===== config.mk =====
export PLATFORM = sky130hd
export DESIGN_NAME = sipo_drive_top
export DESIGN_NICKNAME = d
export VERILOG_FILES = /design/src/rtl/sipo_pkg.sv /design/src/rtl/sipo_edge_sync.sv /design/src/rtl/sipo_shift_reg.sv /design/src/rtl/sipo_latch_bank.sv /design/src/rtl/sipo_out_stage.sv /design/src/rtl/sipo_drive_top.sv
export SDC_FILE = /design/constraint.sdc
export NUM_CORES = 1
export LEC_CHECK = 0
export BUFFER_PORTS_ARGS = -buffer_cell sky130_fd_sc_hd__buf_4
export CAP_MARGIN = 15
export CORE_MARGIN = 3
export CORE_UTILIZATION = 60
export CTS_BUF_LIST = sky130_fd_sc_hd__clkbuf_16
export DETAILED_ROUTE_END_ITERATION = 6
export PLACE_DENSITY = 0.82
export RECOVER_POWER = 25
export SETUP_SLACK_MARGIN = 0.1
export SKIP_CTS_REPAIR_TIMING = 1
export SLEW_MARGIN = 30
export SYNTH_ARGS = -nofsm -noshare
export SYNTH_HDL_FRONTEND = slang
export SYNTH_HIERARCHICAL = 1
export SYNTH_SLANG_ARGS = --single-unit

===== constraint.sdc =====
create_clock -name clk -period 2.72 [get_ports clk]
set_clock_uncertainty 0.2 [all_clocks]
set_input_delay 0.544 -clock clk [delete_from_list [all_inputs] [get_ports clk]]
set_output_delay 0.544 -clock clk [all_outputs]
set_load 0.05 [all_outputs]

===== src/rtl/sipo_pkg.sv =====
package sipo_pkg;

    typedef enum logic {
        SHIFT_UP   = 1'b0,
        SHIFT_DOWN = 1'b1
    } shift_dir_e;

    typedef struct packed {
        logic pol;
        logic blank_n;
    } out_ctl_t;

endpackage


===== src/rtl/sipo_edge_sync.sv =====
module sipo_edge_sync #(
    parameter int SYNC_STAGES = 2
) (
    input  logic clk,
    input  logic rst_n,
    input  logic sclk,
    input  logic sdin,
    output logic shift_fire,
    output logic shift_bit
);
    localparam int S = (SYNC_STAGES < 2) ? 2 : SYNC_STAGES;

    typedef struct packed {
        logic [S-1:0] clk_pipe;
        logic [S-1:0] dat_pipe;
        logic         clk_prev;
    } sync_t;

    sync_t st_d, st_q;

    always_comb begin
        st_d          = st_q;
        st_d.clk_pipe = {st_q.clk_pipe[S-2:0], sclk};
        st_d.dat_pipe = {st_q.dat_pipe[S-2:0], sdin};
        st_d.clk_prev = st_q.clk_pipe[S-1];
    end

    always_ff @(posedge clk or negedge rst_n) begin
        if (!rst_n) st_q <= '0;
        else        st_q <= st_d;
    end

    assign shift_fire = st_q.clk_prev & ~st_q.clk_pipe[S-1];
    assign shift_bit  = st_q.dat_pipe[S-1];

endmodule


===== src/rtl/sipo_shift_reg.sv =====
module sipo_shift_reg
    import sipo_pkg::*;
#(
    parameter int         WIDTH = 32,
    parameter shift_dir_e DIR   = SHIFT_UP
) (
    input  logic             clk,
    input  logic             rst_n,
    input  logic             fire,
    input  logic             din,
    output logic [WIDTH-1:0] stages,
    output logic             tail
);
    localparam int LAST = WIDTH - 1;

    typedef struct packed {
        logic [WIDTH-1:0] sr;
    } shreg_t;

    shreg_t           st_d, st_q;
    logic [WIDTH-1:0] moved;

    generate
        if (DIR == SHIFT_UP) begin : g_up
            assign moved = {st_q.sr[LAST-1:0], din};
            assign tail  = st_q.sr[LAST];
        end else begin : g_down
            assign moved = {din, st_q.sr[LAST:1]};
            assign tail  = st_q.sr[0];
        end
    endgenerate

    always_comb begin
        st_d = st_q;
        if (fire) st_d.sr = moved;
    end

    always_ff @(posedge clk or negedge rst_n) begin
        if (!rst_n) st_q <= '0;
        else        st_q <= st_d;
    end

    assign stages = st_q.sr;

endmodule


===== src/rtl/sipo_latch_bank.sv =====
module sipo_latch_bank #(
    parameter int WIDTH = 32
) (
    input  logic             clk,
    input  logic             rst_n,
    input  logic             le,
    input  logic [WIDTH-1:0] din,
    output logic [WIDTH-1:0] view,
    output logic [WIDTH-1:0] held
);
    typedef struct packed {
        logic [WIDTH-1:0] lat;
    } latch_t;

    latch_t st_d, st_q;

    always_comb begin
        st_d = st_q;
        if (le) st_d.lat = din;
    end

    always_ff @(posedge clk or negedge rst_n) begin
        if (!rst_n) st_q <= '0;
        else        st_q <= st_d;
    end

    assign held = st_q.lat;
    assign view = le ? din : st_q.lat;

endmodule


===== src/rtl/sipo_out_stage.sv =====
module sipo_out_stage
    import sipo_pkg::*;
#(
    parameter int WIDTH = 32
) (
    input  out_ctl_t         ctl,
    input  logic [WIDTH-1:0] bits,
    output logic [WIDTH-1:0] drive
);
    for (genvar ch = 0; ch < WIDTH; ch++) begin : g_ch
        always_comb begin
            if (!ctl.blank_n) drive[ch] = 1'b0;
            else              drive[ch] = ctl.pol ? bits[ch] : ~bits[ch];
        end
    end

endmodule


===== src/rtl/sipo_drive_top.sv =====
module sipo_drive_top
    import sipo_pkg::*;
#(
    parameter int         WIDTH       = 32,
    parameter int         SYNC_STAGES = 2,
    parameter shift_dir_e DIR         = SHIFT_UP
) (
    input  logic             clk,
    input  logic             rst_n,
    input  logic             sclk,
    input  logic             sdin,
    input  logic             le,
    input  logic             pol,
    input  logic             blank_n,
    output logic             sdout,
    output logic [WIDTH-1:0] hv_out
);
    logic             shift_fire;
    logic             shift_bit;
    logic [WIDTH-1:0] shift_stages;
    logic [WIDTH-1:0] latch_view;
    logic [WIDTH-1:0] latch_held;
    out_ctl_t         ctl;

    assign ctl.pol     = pol;
    assign ctl.blank_n = blank_n;

    sipo_edge_sync #(.SYNC_STAGES(SYNC_STAGES)) u_sync (
        .clk        (clk),
        .rst_n      (rst_n),
        .sclk       (sclk),
        .sdin       (sdin),
        .shift_fire (shift_fire),
        .shift_bit  (shift_bit)
    );

    sipo_shift_reg #(.WIDTH(WIDTH), .DIR(DIR)) u_shift (
        .clk    (clk),
        .rst_n  (rst_n),
        .fire   (shift_fire),
        .din    (shift_bit),
        .stages (shift_stages),
        .tail   (sdout)
    );

    sipo_latch_bank #(.WIDTH(WIDTH)) u_latch (
        .clk   (clk),
        .rst_n (rst_n),
        .le    (le),
        .din   (shift_stages),
        .view  (latch_view),
        .held  (latch_held)
    );

    sipo_out_stage #(.WIDTH(WIDTH)) u_out (
        .ctl   (ctl),
        .bits  (latch_view),
        .drive (hv_out)
    );

endmodule


Word-level counts from Yosys, hierarchy flattened
Index checks and enable logic that the tools add are counted.

Bits in registers: 69. Word-level logic and storage cells: 104. Output and inout bits: 33. Input port bits: 7.

Multiplexer cells: 65. Bitwise gates (word level): 34.

Operator list (number): $mux 1 (64); $not 1->1 (33); $mux 32 (1); $and 1x1->1 (1).

Depth between registers and ports, before layout
Gate-level depths: netlist (run 1).

Depth in word-level cells: 4. Gate-level depth with buffers: 5. Gate-level depth less buffers: 3.

Modules after synthesis
Netlist (run 1), hierarchy kept.

Modules (own cells, without submodules): sipo_shift_reg (times used 1, area each 1352.5 µm², sequential area each 800.8 µm², cells an instance 69); sipo_latch_bank (times used 1, area each 1345.0 µm², sequential area each 800.8 µm², cells an instance 68); sipo_out_stage (times used 1, area each 563.0 µm², sequential area each 0.0 µm², cells an instance 71); sipo_edge_sync (times used 1, area each 138.9 µm², sequential area each 125.1 µm², cells an instance 6).

Worst setup path before layout (run 1)
Ideal clock, no wire load.

Path type: input -> output. Start point: input le. End point: output hv_out[31]. Cell stages on the path: 5. Data arrival time: 1.671 ns. Slack: 0.305 ns. Path through: buf_6 -> buf_12 -> mux2_4 -> xnor2_1 -> and2_1.

Cells in the longest elaborated chain, start to end: 4.

Ends and longest elaborated chain: start: declaration (RTL line sipo_drive_top.sv:12) `input logic le,`; $mux 32 *; named net latch_view[31] (RTL line sipo_drive_top.sv:21) `logic [WIDTH-1:0] latch_view;`; $not 1->1 (RTL line sipo_out_stage.sv:13) `else drive[ch] = ctl.pol ? bits[ch] : ~bits[ch];`; $mux 1 * (RTL line sipo_out_stage.sv:13); $mux 1 * (RTL line sipo_out_stage.sv:12) `if (!ctl.blank_n) drive[ch] = 1'b0;`; end: declaration (RTL line sipo_drive_top.sv:16) `output logic [WIDTH-1:0] hv_out`.

The timed path passes the listed nets; every way through them passes the cells marked *.

Worst setup path in the final report (run 1)
Start point: input le. End point: output hv_out[30].

The elaborated chain is that of the path after synthesis.

==> metrics.md, run 1 <==
| Metric | Value |
|---|---|
| GR Overflow Total | `0` |
| Post-Route WL | `5.47 mm` |
| HP Class | `reg -> reg` |
| Sequential share of the synthesized area | `between 50% and 60%` |
| Leakage | `1.89 nW` |
| Max-slew violations | `70` |
| Tot Pwr | `approximately 3.6 mW` |
| Ant diodes | `0` |
| Most frequent cells in the layout | `69 x dfrtp_1, 52 x mux2_4, 37 x buf_4` |
| Outcome | `finished, violations left` |
| DR WL/cell | `16.7 µm` |
| Most used cell, CP | `buf_4` |
| Failing checks | `max-capacitance violations, max-slew violations` |
| Bufs on Longest Clock Path | `2` |
| Std-Cell Rows | `26` |
| Crit path DAT | `approximately 1.7 ns` |
| Fin crit share | `roughly 90%` |
| CP max stage cell | `mux2_2` |
| Most common cell after layout, fill and taps aside | `dfrtp_1` |
| Area growth syn-to-layout | `14.4%` |
| Final GP Congestion | `~0.7` |
| Die width | `a little over 80 µm` |
| Yosys warns | `6` |
| Gr usage total | `between 10% and 20%` |
| H-tree levels | `3` |
| Nets | `around 260` |
| Worst-margin pin slew | `around 1.6 ns` |
| Setup-failing EPs final | `0` |
| Die height | `just over 80 µm` |
| TritonCTS clock tree | `yes` |
| Clk sink count | `69` |
| Fin Setup TNS | `0 ns` |
| Num CTS Buffers | `9` |
| Worst skew pair latency | `roughly 0.32 ns` |
| Synth Register Bits | `69` |
| Max Fanout on Critical Path | `20` |
| Final instance area | `0.00389 mm²` |
| TritonRoute pass-1 iters | `4` |
| Max Cap Viol | `1` |
| Largest net degree at the start of global routing | `70` |
| Total number of vias | `roughly 1700` |
| Hold Vio Cnt, Final | `0` |
| Die Area | `0.00660 mm²` |
| Distinct cells, synth | `10` |
| Final HPWL from detailed placement | `approximately 3.3 mm` |
| Post-synthesis instance total | `214` |
| Final min period | `between 2 and 2.5 ns` |
| Num ports | `40` |
| Placed Instance Area | `0.00361 mm²` |
| CP Buf/Inv Count | `3` |
| PwrDens | `approximately 910 mW/mm²` |
| Initial DRC Count | `slightly above 100` |
| Critical path class | `in -> out` |
| Slew headroom | `-8.58%` |
| Timing-limited maximum frequency | `roughly 0.41 GHz` |
| Setup crit start kind | `input pin` |
| Cell Area, Synth | `~0.0034 mm²` |
| Synth Net Count | `221` |
| Vias/cell | `5.10` |
| Initial antenna violation count | `0` |
| Initial Util | `between 60 and 70%` |
| DRC | `0` |
| CP Data Required Time | `1.98 ns` |
| Core ar. | `about 0.0053 mm²` |
| Cell Chain, Critical Path | `buf_4 -> buf_12 -> mux2_2 -> xnor2_1 -> and2_1 -> buf_4` |
| Worst VDD drop | `0.610 mV` |
| CP peak stage delay | `between 0.3 and 0.4 ns` |
| CTS Root Cell | `clkbuf_16` |
| Crit. End Element | `output port` |
| RSZ-0062 raised after global routing | `no` |
| Crit path max-delay family | `buffers and inverters` |
| Clk pin slew, worst setup/hold paths | `about 0.050 ns` |
| Avg Inst Size Synth | `about 16 µm²` |
| Vias in the first global route | `1820` |
| Port Buffers | `39` |
| Layout cell share with drive strength beyond 1 | `44.0%` |
| Global-route wire length before repair | `between 9 and 10 mm` |
| Post-detailed-route count of antenna-violating nets | `0` |
area by class of cell:
class / count / area (µm²)
Clock inverter: 7 / 81.3
Fill cell: 362 / 1410
Tap cell: 70 / 87.6
Timing Repair Buffer: 43 / 358
Multi-Input combinational cell: 129 / 1410
Sequential cell: 69 / 1730
Clock buffer: 9 / 225
final timing paths:
check / end / start / slack [ns] / cells past startpoint
max: hv_out[30] / le / 0.26 / 6
min: u_sync/st_d[0] / u_sync/st_d[4] / 0.14 / 0
max reg2reg: u_shift/stages[29] / u_sync/st_d[0] / 0.93 / 3
max in group asynchronous: u_shift/stages[2] / rst_n / 0.92 / 1
min in group asynchronous: u_shift/stages[15] / rst_n / 0.43 / 1
min reg2reg: u_sync/st_d[0] / u_sync/st_d[4] / 0.14 / 0
synthesized netlist by cell type:
cell type   n  share of area (%)
xnor2_1    32                8.2
dfrtp_1    69                 51
mux2_2      4                1.3
nor2b_4     1               0.40
buf_12      9                5.3
mux2_4     60                 26
buf_4       1               0.22
and2_1     32                5.9
buf_6       3               0.99
clkbuf_1    3               0.33
report_power, final:
group / switching [mW] / leakage (nW) / internal [mW]
combinational: 0.515 / 0.830 / 0.490
clock: 0.410 / 0.155 / 0.789
sequential: 0.124 / 0.907 / 1.23
total: 1.05 / 1.89 / 2.51
worst reg2reg max path, cell delays in order (launching register included):
cell     delay, ns
dfrtp_1       0.40
nor2b_4       0.43
buf_12        0.28
mux2_2        0.37
sequential cells by signal, summed over array words and instances (netlist names):
register          cells
u_sync/st_d           3
u_sync/st_q           1
u_sync/shift_bit      1
u_shift/stages       32
u_latch/held         32
kinds of logic after synthesis:
| group | after synthesis | synth area share (%) |
|---|---|---|
| flops | 69 | 50.8 |
| simple gates | 33 | 6.29 |
| buf+inv | 16 | 6.85 |
| xor+xnor | 32 | 8.24 |
| mux | 64 | 27.8 |
through the flow:
| stage | utilization (%) | std cells | hold WS [ns] | setup WS (ns) |
|---|---|---|---|---|
| after floorplan | - | 214 | 0.0484 | 0.305 |
| after global placement | 68.2 | 311 | 0.132 | 0.293 |
| after detailed placement | 68.2 | 311 | 0.135 | 0.248 |
| after CTS | 74.0 | 327 | 0.116 | 0.247 |
| after global routing | 73.3 | 327 | 0.138 | 0.193 |
| final | 73.3 | 327 | 0.145 | 0.265 |
per-layer routing:
layer | up-vias | GRT usage, % | part of all wire, %
li1 | 777 | - | -
met1 | 852 | 24.3 | 44
met2 | 33 | 31.2 | 50
met3 | 7 | 7.32 | 4.9
met4 | 0 | 6.42 | 1.1
met5 | - | 0 | 0
No activity file was read; power rests on OpenSTA's default activity.
==> run 2: changes to the inputs <==
CORE_MARGIN = 1.5   (was 3)
CORE_UTILIZATION = 58   (was 60)
PLACE_DENSITY = 0.79   (was 0.82)
clock period = 2.6 ns   (was 2.72 ns; I/O delays follow)
==> metrics.md, run 2 (synthesis gave the netlist of run 1 again) <==
| Metric | Value |
|---|---|
| Post-detailed-route count of antenna-violating nets | `0` |
| Area of the multi-input gates | `about 0.0014 mm²` |
| RSZ-0062 raised after global routing | `no` |
| GRT Max-Usage Layer | `met2` |
| Clk sink count | `69` |
| Global-route wire length before repair | `between 9 and 10 mm` |
| Num CTS Buffers | `9` |
| Core ar. | `around 0.0056 mm²` |
| Crit. End Element | `output port` |
| Num ports | `40` |
| Slew headroom | `-8.28%` |
| Most frequent cells in the layout | `69 x dfrtp_1, 37 x buf_4, 37 x mux2_4` |
| Worst VDD drop | `0.607 mV` |
| Crit path DAT | `~1.7 ns` |
| Initial DRC Count | `about 80` |
| Ant diodes | `0` |
| Post-Route WL | `between 5 and 6 mm` |
| Std-Cell Rows | `27` |
| Largest net degree at the start of global routing | `70` |
| Vias in the first global route | `approximately 1800` |
| Nets | `261` |
| Hold Vio Cnt, Final | `0` |
| Finished Core Util | `between 60% and 70%` |
| TritonRoute pass-1 iters | `2` |
| Final instance area | `0.00387 mm²` |
| Final GP Congestion | `0.731` |
| Final HPWL from detailed placement | `3.37 mm` |
| Most common cell after layout, fill and taps aside | `dfrtp_1` |
| Timing-limited maximum frequency | `around 0.42 GHz` |
| Min-delay src | `sdin` |
| Worst-margin pin slew | `1.62 ns` |
| H-tree levels | `3` |
| Total number of vias | `approximately 1700` |
| Bufs on Longest Clock Path | `2` |
| Hold WS | `roughly 0.12 ns` |
| Placed Instance Area | `approximately 0.0036 mm²` |
| Fillers | `slightly above 400` |
| Critical path class | `in -> out` |
| Final min period | `~2.4 ns` |
| Die Area | `around 0.0063 mm²` |
| HP Class | `in -> reg` |
| DR WL/cell | `15.9 µm` |
| Port Buffers | `39` |
| GR Util met2 | `32.4%` |
| Failing checks | `max-capacitance violations, max-slew violations` |
| Outcome | `finished, violations left` |
| Fin crit share | `92.3%` |
| Worst reg2reg path startpoint | `u_sync/st_d[0]` |
| Die width | `roughly 80 µm` |
| Max-slew violations | `70` |
| M1 GR Usage | `approximately 26%` |
| Gr usage total | `20.2%` |
| PwrDens | `954 mW/mm²` |
| Max Fanout on Critical Path | `15` |
| Placed cell count | `about 320` |
| Setup-failing EPs final | `0` |
| Worst Setup SP | `le` |
| Fin Setup TNS | `0 ns` |
| Post-Place Setup Slack | `between 0.15 and 0.2 ns` |
| Leakage | `1.87 nW` |
| TritonCTS clock tree | `yes` |
| DRC | `0` |
| Worst skew pair latency | `approximately 0.33 ns` |
| GRT met3 Usage | `6.97%` |
| Vias/cell | `between 5 and 6` |
| Tot Pwr | `approximately 3.7 mW` |
| Layout cell share with drive strength beyond 1 | `39.4%` |
| Clk pin slew, worst setup/hold paths | `0.05 ns` |
| GR Overflow Total | `0` |
| Setup WS post-layout | `around 0.20 ns` |
| Max Cap Viol | `1` |
| Final cell count without fillers | `between 300 and 400` |
| Initial Util | `61.0%` |
| CTS Root Cell | `clkbuf_16` |
| Storage cell area | `around 0.0017 mm²` |
| CP Data Required Time | `~1.9 ns` |
| Area growth syn-to-layout | `14.0%` |
| Initial antenna violation count | `0` |
| Die height | `79.6 µm` |
| Setup crit start kind | `input pin` |
[run 2: report_power, final]
group	total [mW]	switching (mW)	internal [mW]	leakage, nW
Sequential	1.41	0.127	1.29	0.907
Clock	1.28	0.443	0.833	0.151
Combinational	1.01	0.534	0.473	0.814
[run 2: cell type report]
class | instances | share of cell area, %
Clock buffer | 9 | 5.81
Clock inverter | 7 | 2.32
Multi-Input combinational cell | 129 | 34.9
Sequential cell | 69 | 44.6
Tap cell | 72 | 2.32
Timing Repair Buffer | 45 | 10.0
[run 2: final timing paths]
check	end	slack (ns)	depth (start not counted)
worst max-delay path	hv_out[11]	0.20	6
worst min-delay path	u_sync/st_d[2]	0.12	1
worst max register to register	u_shift/stages[19]	0.83	3
worst min register to register	u_sync/shift_bit	0.15	0
max in group asynchronous	u_shift/stages[1]	0.83	1
min in group asynchronous	u_latch/held[16]	0.41	1
[run 2: routing by layer]
layer	wire [µm]	vias up	share of wire (%)
li1	-	783	-
met1	2360	848	45
met2	2610	31	50
met3	231	7	4.4
met4	63	0	1.2
met5	0	-	0
[run 2: worst max-delay path, cell delays in order]
cell and delay [ns]:
buf_6 0.14, buf_12 0.17, mux2_1 0.38, xnor2_1 0.13, and2_1 0.15, buf_4 0.18
